<file path="src/rtl/bct_pkg.sv">
package bct_pkg;
  typedef enum logic [1:0] {ST_IDLE, ST_ADDR, ST_DATA} bct_state_e;
  typedef enum logic [1:0] {TM_NONE, TM_OK, TM_RETRY, TM_ERR} bct_term_e;
endpackage

</file>
<file path="src/rtl/bct_rst_sync.sv">
module bct_rst_sync (
  input  logic clk,
  input  logic rst_n,
  output logic rst_n_sync
);
  logic [1:0] sync_q;

  always_ff @(posedge clk or negedge rst_n) begin
    if (!rst_n) sync_q <= 2'b00;
    else        sync_q <= {sync_q[0], 1'b1};
  end

  assign rst_n_sync = sync_q[1];
endmodule

</file>
<file path="src/rtl/bct_term_decode.sv">
module bct_term_decode
  import bct_pkg::*;
(
  input  logic      legacy,
  input  logic      first,
  input  logic      ok,
  input  logic      rty,
  input  logic      err,
  output bct_term_e term
);
  always_comb begin
    term = TM_NONE;
    if (!legacy) begin
      // native: error over retry over acknowledge
      if (err)              term = TM_ERR;
      else if (rty && first) term = TM_RETRY;
      else if (ok)          term = TM_OK;
    end else begin
      // legacy: retry input unused, error+ack on first transfer means retry
      if (err && ok && first) term = TM_RETRY;
      else if (err)           term = TM_ERR;
      else if (ok)            term = TM_OK;
    end
  end
endmodule

</file>
<file path="src/rtl/bct_beat_track.sv">
module bct_beat_track #(
  parameter int CNT_W = 2
) (
  input  logic             clk,
  input  logic             rst_n,
  input  logic             clr,
  input  logic             adv,
  input  logic             cache_ld,
  input  logic             cache_d,
  output logic [CNT_W-1:0] cnt,
  output logic             cache_q
);
  always_ff @(posedge clk or negedge rst_n) begin
    if (!rst_n)   cnt <= '0;
    else if (clr) cnt <= '0;
    else if (adv) cnt <= cnt + 1'b1;
  end

  always_ff @(posedge clk or negedge rst_n) begin
    if (!rst_n)        cache_q <= 1'b0;
    else if (cache_ld) cache_q <= cache_d;
  end
endmodule

</file>
<file path="src/rtl/bus_term_ctrl.sv">
module bus_term_ctrl
  import bct_pkg::*;
#(
  parameter int ADDR_W     = 32,
  parameter int LINE_BEATS = 4
) (
  input  logic                          clk,
  input  logic                          rst_n,
  input  logic                          legacy_ack,
  input  logic                          req_valid,
  input  logic                          req_line,
  input  logic                          req_write,
  input  logic [ADDR_W-1:0]             req_addr,
  output logic                          busy,
  output logic                          bus_start,
  output logic [ADDR_W-1:0]             bus_addr,
  output logic                          bus_burst,
  output logic                          bus_write,
  input  logic                          ack_ok,
  input  logic                          ack_retry,
  input  logic                          ack_err,
  input  logic                          ack_noburst,
  input  logic                          ack_nocache,
  output logic                          beat_valid,
  output logic [$clog2(LINE_BEATS)-1:0] beat_idx,
  output logic                          beat_cacheable,
  output logic                          cyc_done,
  output logic                          cyc_retry,
  output logic                          cyc_error,
  output logic                          burst_split
);
  localparam int CNT_W  = $clog2(LINE_BEATS);
  localparam int OFS_LO = 2;
  localparam int OFS_HI = OFS_LO + CNT_W - 1;
  localparam logic [CNT_W-1:0] LAST_IDX = CNT_W'(LINE_BEATS - 1);

  logic rst_n_i;
  bct_rst_sync u_rst (.clk(clk), .rst_n(rst_n), .rst_n_sync(rst_n_i));

  bct_state_e state_q, state_d;
  logic [ADDR_W-1:0] addr_q;
  logic line_q, write_q, split_q, split_d;
  logic addr_ld, cnt_clr, cnt_adv, cache_ld, cache_q;
  logic [CNT_W-1:0] cnt, ofs;
  logic burst_act, first, in_data, last, brk;
  logic acc_ok, acc_retry, acc_err;
  bct_term_e term;

  assign burst_act = line_q && !split_q;
  assign first     = !burst_act || (cnt == '0);
  assign in_data   = (state_q == ST_DATA);
  assign last      = !line_q || (cnt == LAST_IDX);

  bct_term_decode u_dec (
    .legacy (legacy_ack),
    .first  (first),
    .ok     (ack_ok),
    .rty    (ack_retry),
    .err    (ack_err),
    .term   (term)
  );

  assign acc_ok    = in_data && (term == TM_OK);
  assign acc_retry = in_data && (term == TM_RETRY);
  assign acc_err   = in_data && (term == TM_ERR);
  assign brk       = acc_ok && burst_act && (cnt == '0) && ack_noburst;
  assign cache_ld  = acc_ok && line_q && (cnt == '0);

  bct_beat_track #(.CNT_W(CNT_W)) u_beat (
    .clk      (clk),
    .rst_n    (rst_n_i),
    .clr      (cnt_clr),
    .adv      (cnt_adv),
    .cache_ld (cache_ld),
    .cache_d  (!write_q && !ack_nocache),
    .cnt      (cnt),
    .cache_q  (cache_q)
  );

  // next-state logic
  always_comb begin
    state_d = state_q;
    split_d = split_q;
    addr_ld = 1'b0;
    cnt_clr = 1'b0;
    cnt_adv = 1'b0;
    case (state_q)
      ST_IDLE: begin
        if (req_valid) begin
          state_d = ST_ADDR;
          addr_ld = 1'b1;
          cnt_clr = 1'b1;
          split_d = 1'b0;
        end
      end
      ST_ADDR: state_d = ST_DATA;
      ST_DATA: begin
        if (acc_err) begin
          state_d = ST_IDLE;
        end else if (acc_retry) begin
          state_d = ST_ADDR;
        end else if (acc_ok) begin
          cnt_adv = !last;
          if (last) begin
            state_d = ST_IDLE;
          end else if (brk || split_q) begin
            state_d = ST_ADDR;
            split_d = 1'b1;
          end
        end
      end
      default: state_d = ST_IDLE;
    endcase
  end

  // registers
  always_ff @(posedge clk or negedge rst_n_i) begin
    if (!rst_n_i) begin
      state_q <= ST_IDLE;
      split_q <= 1'b0;
    end else begin
      state_q <= state_d;
      split_q <= split_d;
    end
  end

  always_ff @(posedge clk or negedge rst_n_i) begin
    if (!rst_n_i) begin
      addr_q  <= '0;
      line_q  <= 1'b0;
      write_q <= 1'b0;
    end else if (addr_ld) begin
      addr_q  <= req_addr;
      line_q  <= req_line;
      write_q <= req_write;
    end
  end

  assign ofs       = addr_q[OFS_HI:OFS_LO] + cnt;
  assign bus_addr  = {addr_q[ADDR_W-1:OFS_HI+1], ofs, addr_q[OFS_LO-1:0]};
  assign busy      = (state_q != ST_IDLE);
  assign bus_start = (state_q == ST_ADDR);
  assign bus_burst = burst_act;
  assign bus_write = write_q;

  assign beat_valid     = acc_ok;
  assign beat_idx       = cnt;
  assign beat_cacheable = acc_ok && line_q && !write_q &&
                          ((cnt == '0) ? !ack_nocache : cache_q);
  assign cyc_done       = acc_ok && last;
  assign cyc_retry      = acc_retry;
  assign cyc_error      = acc_err;
  assign burst_split    = brk;
endmodule

</file>
<file path="config.mk">
export PLATFORM = sky130hd
export DESIGN_NAME = bus_term_ctrl
export DESIGN_NICKNAME = d
export VERILOG_FILES = /design/src/rtl/bct_pkg.sv /design/src/rtl/bct_rst_sync.sv /design/src/rtl/bct_term_decode.sv /design/src/rtl/bct_beat_track.sv /design/src/rtl/bus_term_ctrl.sv
export SDC_FILE = /design/constraint.sdc
export NUM_CORES = 1
export LEC_CHECK = 0
export CORE_MARGIN = 2
export CORE_UTILIZATION = 47
export CTS_BUF_LIST = sky130_fd_sc_hd__clkbuf_4 sky130_fd_sc_hd__clkbuf_8
export DETAILED_ROUTE_END_ITERATION = 7
export PLACE_DENSITY = 0.88
export SKIP_LAST_GASP = 1
export SYNTH_ARGS = -nofsm -noshare
export SYNTH_HDL_FRONTEND = slang
export SYNTH_SLANG_ARGS = --single-unit
</file>
<file path="constraint.sdc">
create_clock -name clk -period 5.4 [get_ports clk]
set_input_delay 0.54 -clock clk [delete_from_list [all_inputs] [get_ports clk]]
set_output_delay 0.54 -clock clk [all_outputs]
set_load 0.01 [all_outputs]
</file>
Yosys cells after proc, flatten, opt, wreduce, memory -nomap -nowiden
Index checks and enable logic that the tools add are counted.
Cells by class
  add/sub/neg operators: 2
  equality and inequality tests: 14
  mux-type cells: 29
  reduce and logical (&&, ||, !) cells: 32
Operators with widths (count)
  2-bit two-way mux: 13
  1-bit logical AND: 16
  1-bit two-way mux: 14
  2-bit == test (second input constant): 4
  2-bit inequality test (second input constant): 4
  7-bit AND reduction: 1
  1-bit logical NOT: 6
  2-bit one-hot mux with 3 select lines: 1
  2-bit nonzero test: 3
  5-bit by 3-bit inequality test with 1-bit output (second input constant): 1
  2-bit by 1-bit == test with 1-bit output (second input constant): 2
  2-bit logical NOT: 2
  2-bit by 1-bit inequality test with 1-bit output (second input constant): 2
  4-bit by 3-bit inequality test with 1-bit output (second input constant): 1
  1-bit logical OR: 3
  3-bit AND reduction: 1
  2-bit by 1-bit adder with 2-bit output (second input constant): 1
  2-bit adder: 1
  1-bit one-hot mux with 2 select lines: 1
Word-level totals
  register bits: 42
  bits of input ports: 43
  output and inout bits: 44
  word-level logic and storage cells: 85

Longest topological paths before layout
  depth in word-level cells: 20
  gate-level depth with buffers: 8
  mapped depth without buffers: 8

Cells and area by module
Synthesis repeated with hierarchy kept, for this count alone.
Second synthesis, totals
  cell total of the unflattened synthesis: 157
  area, all modules: 2050.7 um^2
Modules (own cells, without submodules)
  bus_term_ctrl: instances 1, cells an instance 139, area an instance 1823.0 um^2, seq. area each 925.9 um^2
  bct_beat_track: instances 1, cells an instance 9, area an instance 125.1 um^2, seq. area each 75.1 um^2
  bct_rst_sync: instances 1, cells an instance 3, area an instance 53.8 um^2, seq. area each 50.0 um^2
  bct_term_decode: instances 1, cells an instance 6, area an instance 48.8 um^2, seq. area each 0.0 um^2

Worst setup path before layout
OpenSTA, ideal clock, no wires.
  path type: flip-flop to output port
  start point: register u_beat.cnt[0]
  end point: output port beat_cacheable
  arrival time: 2.060 ns
  data required time: 4.860 ns
  slack: 2.800 ns
  cell stages (with the launch flop): 9
  path buffers: 0
  path through: dfrtp_1 > inv_1 > ha_1 > or3b_1 > a21oi_2 > nand3_2 > inv_2 > nand2_1 > a2111oi_2
On the way
  cells in the longest elaborated chain, start to end: 11
  elaborated cells between the ends (all ways): 14
  classes of those cells: eq/ne (1); mux (5); reduce/logical (8)
Ends and longest elaborated chain
  from (decl): RTL line bct_beat_track.sv:10  | output logic [CNT_W-1:0] cnt,
  from (signal assigned): RTL line bct_beat_track.sv:16  | else if (adv) cnt <= cnt + 1'b1;
  2-bit logical NOT (*): RTL line bus_term_ctrl.sv:50  | assign first = !burst_act || (cnt == '0);
  1-bit logical OR (*): RTL line bus_term_ctrl.sv:50
  1-bit logical AND: RTL line bct_term_decode.sv:16  | else if (rty && first) term = TM_RETRY;
  2-bit two-way mux: RTL line bct_term_decode.sv:16
  2-bit two-way mux: RTL line bct_term_decode.sv:15  | if (err) term = TM_ERR;
  2-bit two-way mux (*): RTL line bct_term_decode.sv:13  | if (!legacy) begin
  2-bit by 1-bit == test with 1-bit output (*): RTL line bus_term_ctrl.sv:63  | assign acc_ok = in_data && (term == TM_OK);
  1-bit logical AND (*): RTL line bus_term_ctrl.sv:63
  named net beat_valid: RTL line bus_term_ctrl.sv:24  | output logic beat_valid,
  1-bit logical AND (*) (3 in a row): RTL line bus_term_ctrl.sv:148  | assign beat_cacheable = acc_ok && line_q && !write_q &&
  to (decl): RTL line bus_term_ctrl.sv:26  | output logic beat_cacheable,
Mark *: on every way through the listed nets, which the timed path passes. The rest lies on a longest branch.

Worst setup path after layout
  start point: register u_beat.cnt[0]
  end point: output port beat_cacheable
On the way
  cells in the longest elaborated chain, start to end: 11
  elaborated cells between the ends (all ways): 14
  classes of those cells: eq/ne (1); mux (5); reduce/logical (8)
Ends and longest elaborated chain (RTL line)
  2-bit logical NOT (*): bus_term_ctrl.sv:50, bus_term_ctrl.sv:149
  1-bit logical OR: bus_term_ctrl.sv:50
  1-bit logical AND: bct_term_decode.sv:16
  2-bit two-way mux: bct_term_decode.sv:16
  2-bit two-way mux: bct_term_decode.sv:15
  2-bit two-way mux: bct_term_decode.sv:13
  2-bit by 1-bit == test with 1-bit output: bus_term_ctrl.sv:63
  1-bit logical AND: bus_term_ctrl.sv:63
  1-bit logical AND (2 in a row): bus_term_ctrl.sv:148
  1-bit logical AND (*): bus_term_ctrl.sv:148
Every way passes the cells marked *; elsewhere a longest branch is shown, timed or not.

==> metrics <==
CP Launch Type=register; Syn Inst Count=236; core area=4090 sq um; WP data required=4.86 ns; # Max-Cap Violations=0; gr busiest metal=met2; Internal Power=908 uW; Slew Viols, Final=0; Ports=87; Adder-Cell Fraction of Synth Area=1.85%; Slew HR=26.1%; Leak=1.36 nW; Layout area overhead=39.0%; clk root buf=clkbuf_8; DRT iter0 DRCs=48; Setup WS pre-CTS=2.27 ns; commonest non-fill, non-tap cell in the layout=nand2_1; Worst Hold Class=reg2reg; router iterations before antenna repair=4; Setup Skew=0.00908 ns; setup TNS=0 ns; Post-Synth Simple-Gate Area=28.1%; main combinational cell family by area after synthesis=simple AND/OR/NAND/NOR gates; Seq/Total Area, Yosys=51.8%; # DRC=0; Crit Path Max Fanout=7; worst slew pin tran=1.10 ns; mux share of post-synthesis cell area=1.73%; total chip power=1.39 mW; synthesized area=2030 sq um; hold_sp=u_rst.sync_q[0]; initial antenna violation count=0; Overflow after GRT=0; Cell Rows=23; Worst Setup End Kind=output pin; Starting Density=49.7%; number of global-route vias before repair=1596; H-tree levels=2; largest net degree at the start of global routing=41; reg2reg setup slack=3.19 ns; Netlist cell types=27; DRT antenna net count=0; Seq pwr share=38.8%; GR Layer Usage met1=22.4%; critical path class=reg2out; clock network power share=14.6%; # diodes=0; postcts setup bufs=0; min Tclk post-route=3.42 ns; syn nets=282; worst r2r src=u_beat.cnt[0]; number of port buffers=86; cts bufs inserted=5; via count=1608; clock latency at the later pin of the worst-skew pair=0.28 ns; Total Routing Usage GR=17.6%; Hold Path Depth=0; status=finished, final reports clean; most frequent cells in the layout=nand2_1, clkdlybuf4s50_1, dfrtp_1; xor-xnor portion of the synthesized cell area=0.863%; Wirelength per Cell=11.6 um; post-route insts no fill=346; worst-case reg-to-reg path depth=8; Avg Cell Area, Syn=8.60 sq um; switching pwr=481 uW; post-DP HPWL=2970 um; DIE AREA=4860 sq um; final number of hold-violating endpoints=0; CP arrival=2.88 ns; Max Buffers Root-to-Sink=2; Die W=69.7 um; reg2reg end=u_beat.cache_q; first-pass GRT wire length=7020 um; Hold Path End=u_rst.sync_q[1]; FF+latch count, synth=42; Gate power share=46.6%; warnings from Yosys=0; clock sink count=42; worst setup margin=1.98 ns; crit path from=u_beat.cnt[0]; RSZ-0062 raised after global routing=false; layout cells sized above 1=5.74%; Placer Congestion=0.871; Switching Fraction=34.6%; Tcrit/Tclk final=63.4%; grt met2 use=29.9%; fmax=0.292 GHz; grt met3 use=5.23%; Final setup viols=0; maximum VDD drop=0.000252 V; Power per Cell Area=492 nW/um^2; routed wire length=4000 um; hold buffers post-CTS=0; via/cell ratio=4.65; Final nets=341; Synth Area in Compound Gates=2.22%; chip height=69.7 um; CTS tree=done; Clock Pin Slew Worst Setup and Hold Paths=0.08 ns; Post-CTS Resized=0; Util after Layout=69.0%; placed cells=338
==> logic make-up (layout without fill, tap and decap cells) <==
group,after synthesis,count (layout)
compound gates,5,5
xor+xnor,2,2
fa+ha+maj,3,3
buf+inv,42,102
flops,42,42
mux,3,3
other cells,1,1
simple gates,138,138
==> routing by layer <==
metal / vias to the layer above / share of wire (%)
met2: 60 / 49
met5: - / 0
met3: 4 / 7.8
met4: 0 / 0.78
met1: 731 / 43
li1: 813 / -
==> Yosys cell counts <==
cell	instances	area, sq um
nand2_1	112	420
dfrtp_1	42	1050
buf_4	30	225
nor2_1	8	30.0
clkbuf_1	6	22.5
inv_1	5	18.8
nor2b_1	4	25.0
ha_1	3	37.5
nor3b_1	3	22.5
mux2i_1	2	20.0
nand2b_1	2	12.5
nand3_1	2	10.0
nor3_1	2	10.0
xnor2_1	2	17.5
a2111oi_2	1	15.0
a21oi_1	1	5.00
a21oi_2	1	8.76
a41oi_1	1	8.76
and3_1	1	6.26
conb_1	1	3.75
inv_2	1	3.75
mux2_4	1	15.0
nand3_2	1	10.0
nor4_1	1	6.26
o211ai_1	1	7.51
or2b_1	1	7.51
or3b_1	1	8.76
==> metrics by stage <==
step                      area [sq um]  hold WS (ns)
after floorplan                   2030         0.244
after global placement            2730         0.336
after detailed placement          2730         0.340
after CTS                         2820         0.360
after global routing              2820         0.384
final                             2820         0.356
==> layout make-up <==
class	count	area [sq um]
flip-flops and latches	42	1050
inverters	6	22.5
fillers	356	1260
multi-input cells	152	713
clock inverters	2	12.5
well taps	50	62.6
repair buffers	88	876
clock buffers	6	82.6
==> flip-flops by register name, summed over array words and instances, names as in the netlist <==
name / cells
split_q: 1
line_q: 1
state_q: 2
u_beat.cache_q: 1
bus_write: 1
u_rst.sync_q: 2
addr_q: 32
u_beat.cnt: 2
==> worst max-delay path, cell delays in order (launching register included) <==
cell and delay, ns:
dfrtp_1 0.44, inv_1 0.06, ha_1 0.29, or3b_1 0.43, a21oi_2 0.23, nand3_2 0.13, inv_2 0.10, nand2_1 0.07
a2111oi_2 0.27, clkdlybuf4s50_1 0.58
==> power by group through the flow <==
| stage | logic (mW) | registers, mW | clock network [mW] |
|---|---|---|---|
| 2_1_floorplan | 0.447 | 0.525 | 0 |
| 3_3_place_gp | 0.643 | 0.539 | 0 |
| 3_5_place_dp | 0.654 | 0.546 | 0 |
| 4_1_cts | 0.658 | 0.541 | 0.209 |
| 5_1_grt | 0.713 | 0.560 | 0.226 |
| 6_report | 0.647 | 0.539 | 0.202 |
==> worst max path at each step <==
stage / end / slack [ns]
3_3_place_gp: beat_cacheable / 2.34
6_report: beat_cacheable / 1.98
4_1_cts: beat_cacheable / 1.95
3_5_place_dp: beat_cacheable / 2.27
5_1_grt: beat_cacheable / 1.77
2_1_floorplan: beat_cacheable / 2.80
Power figures use the tool's default switching activity.
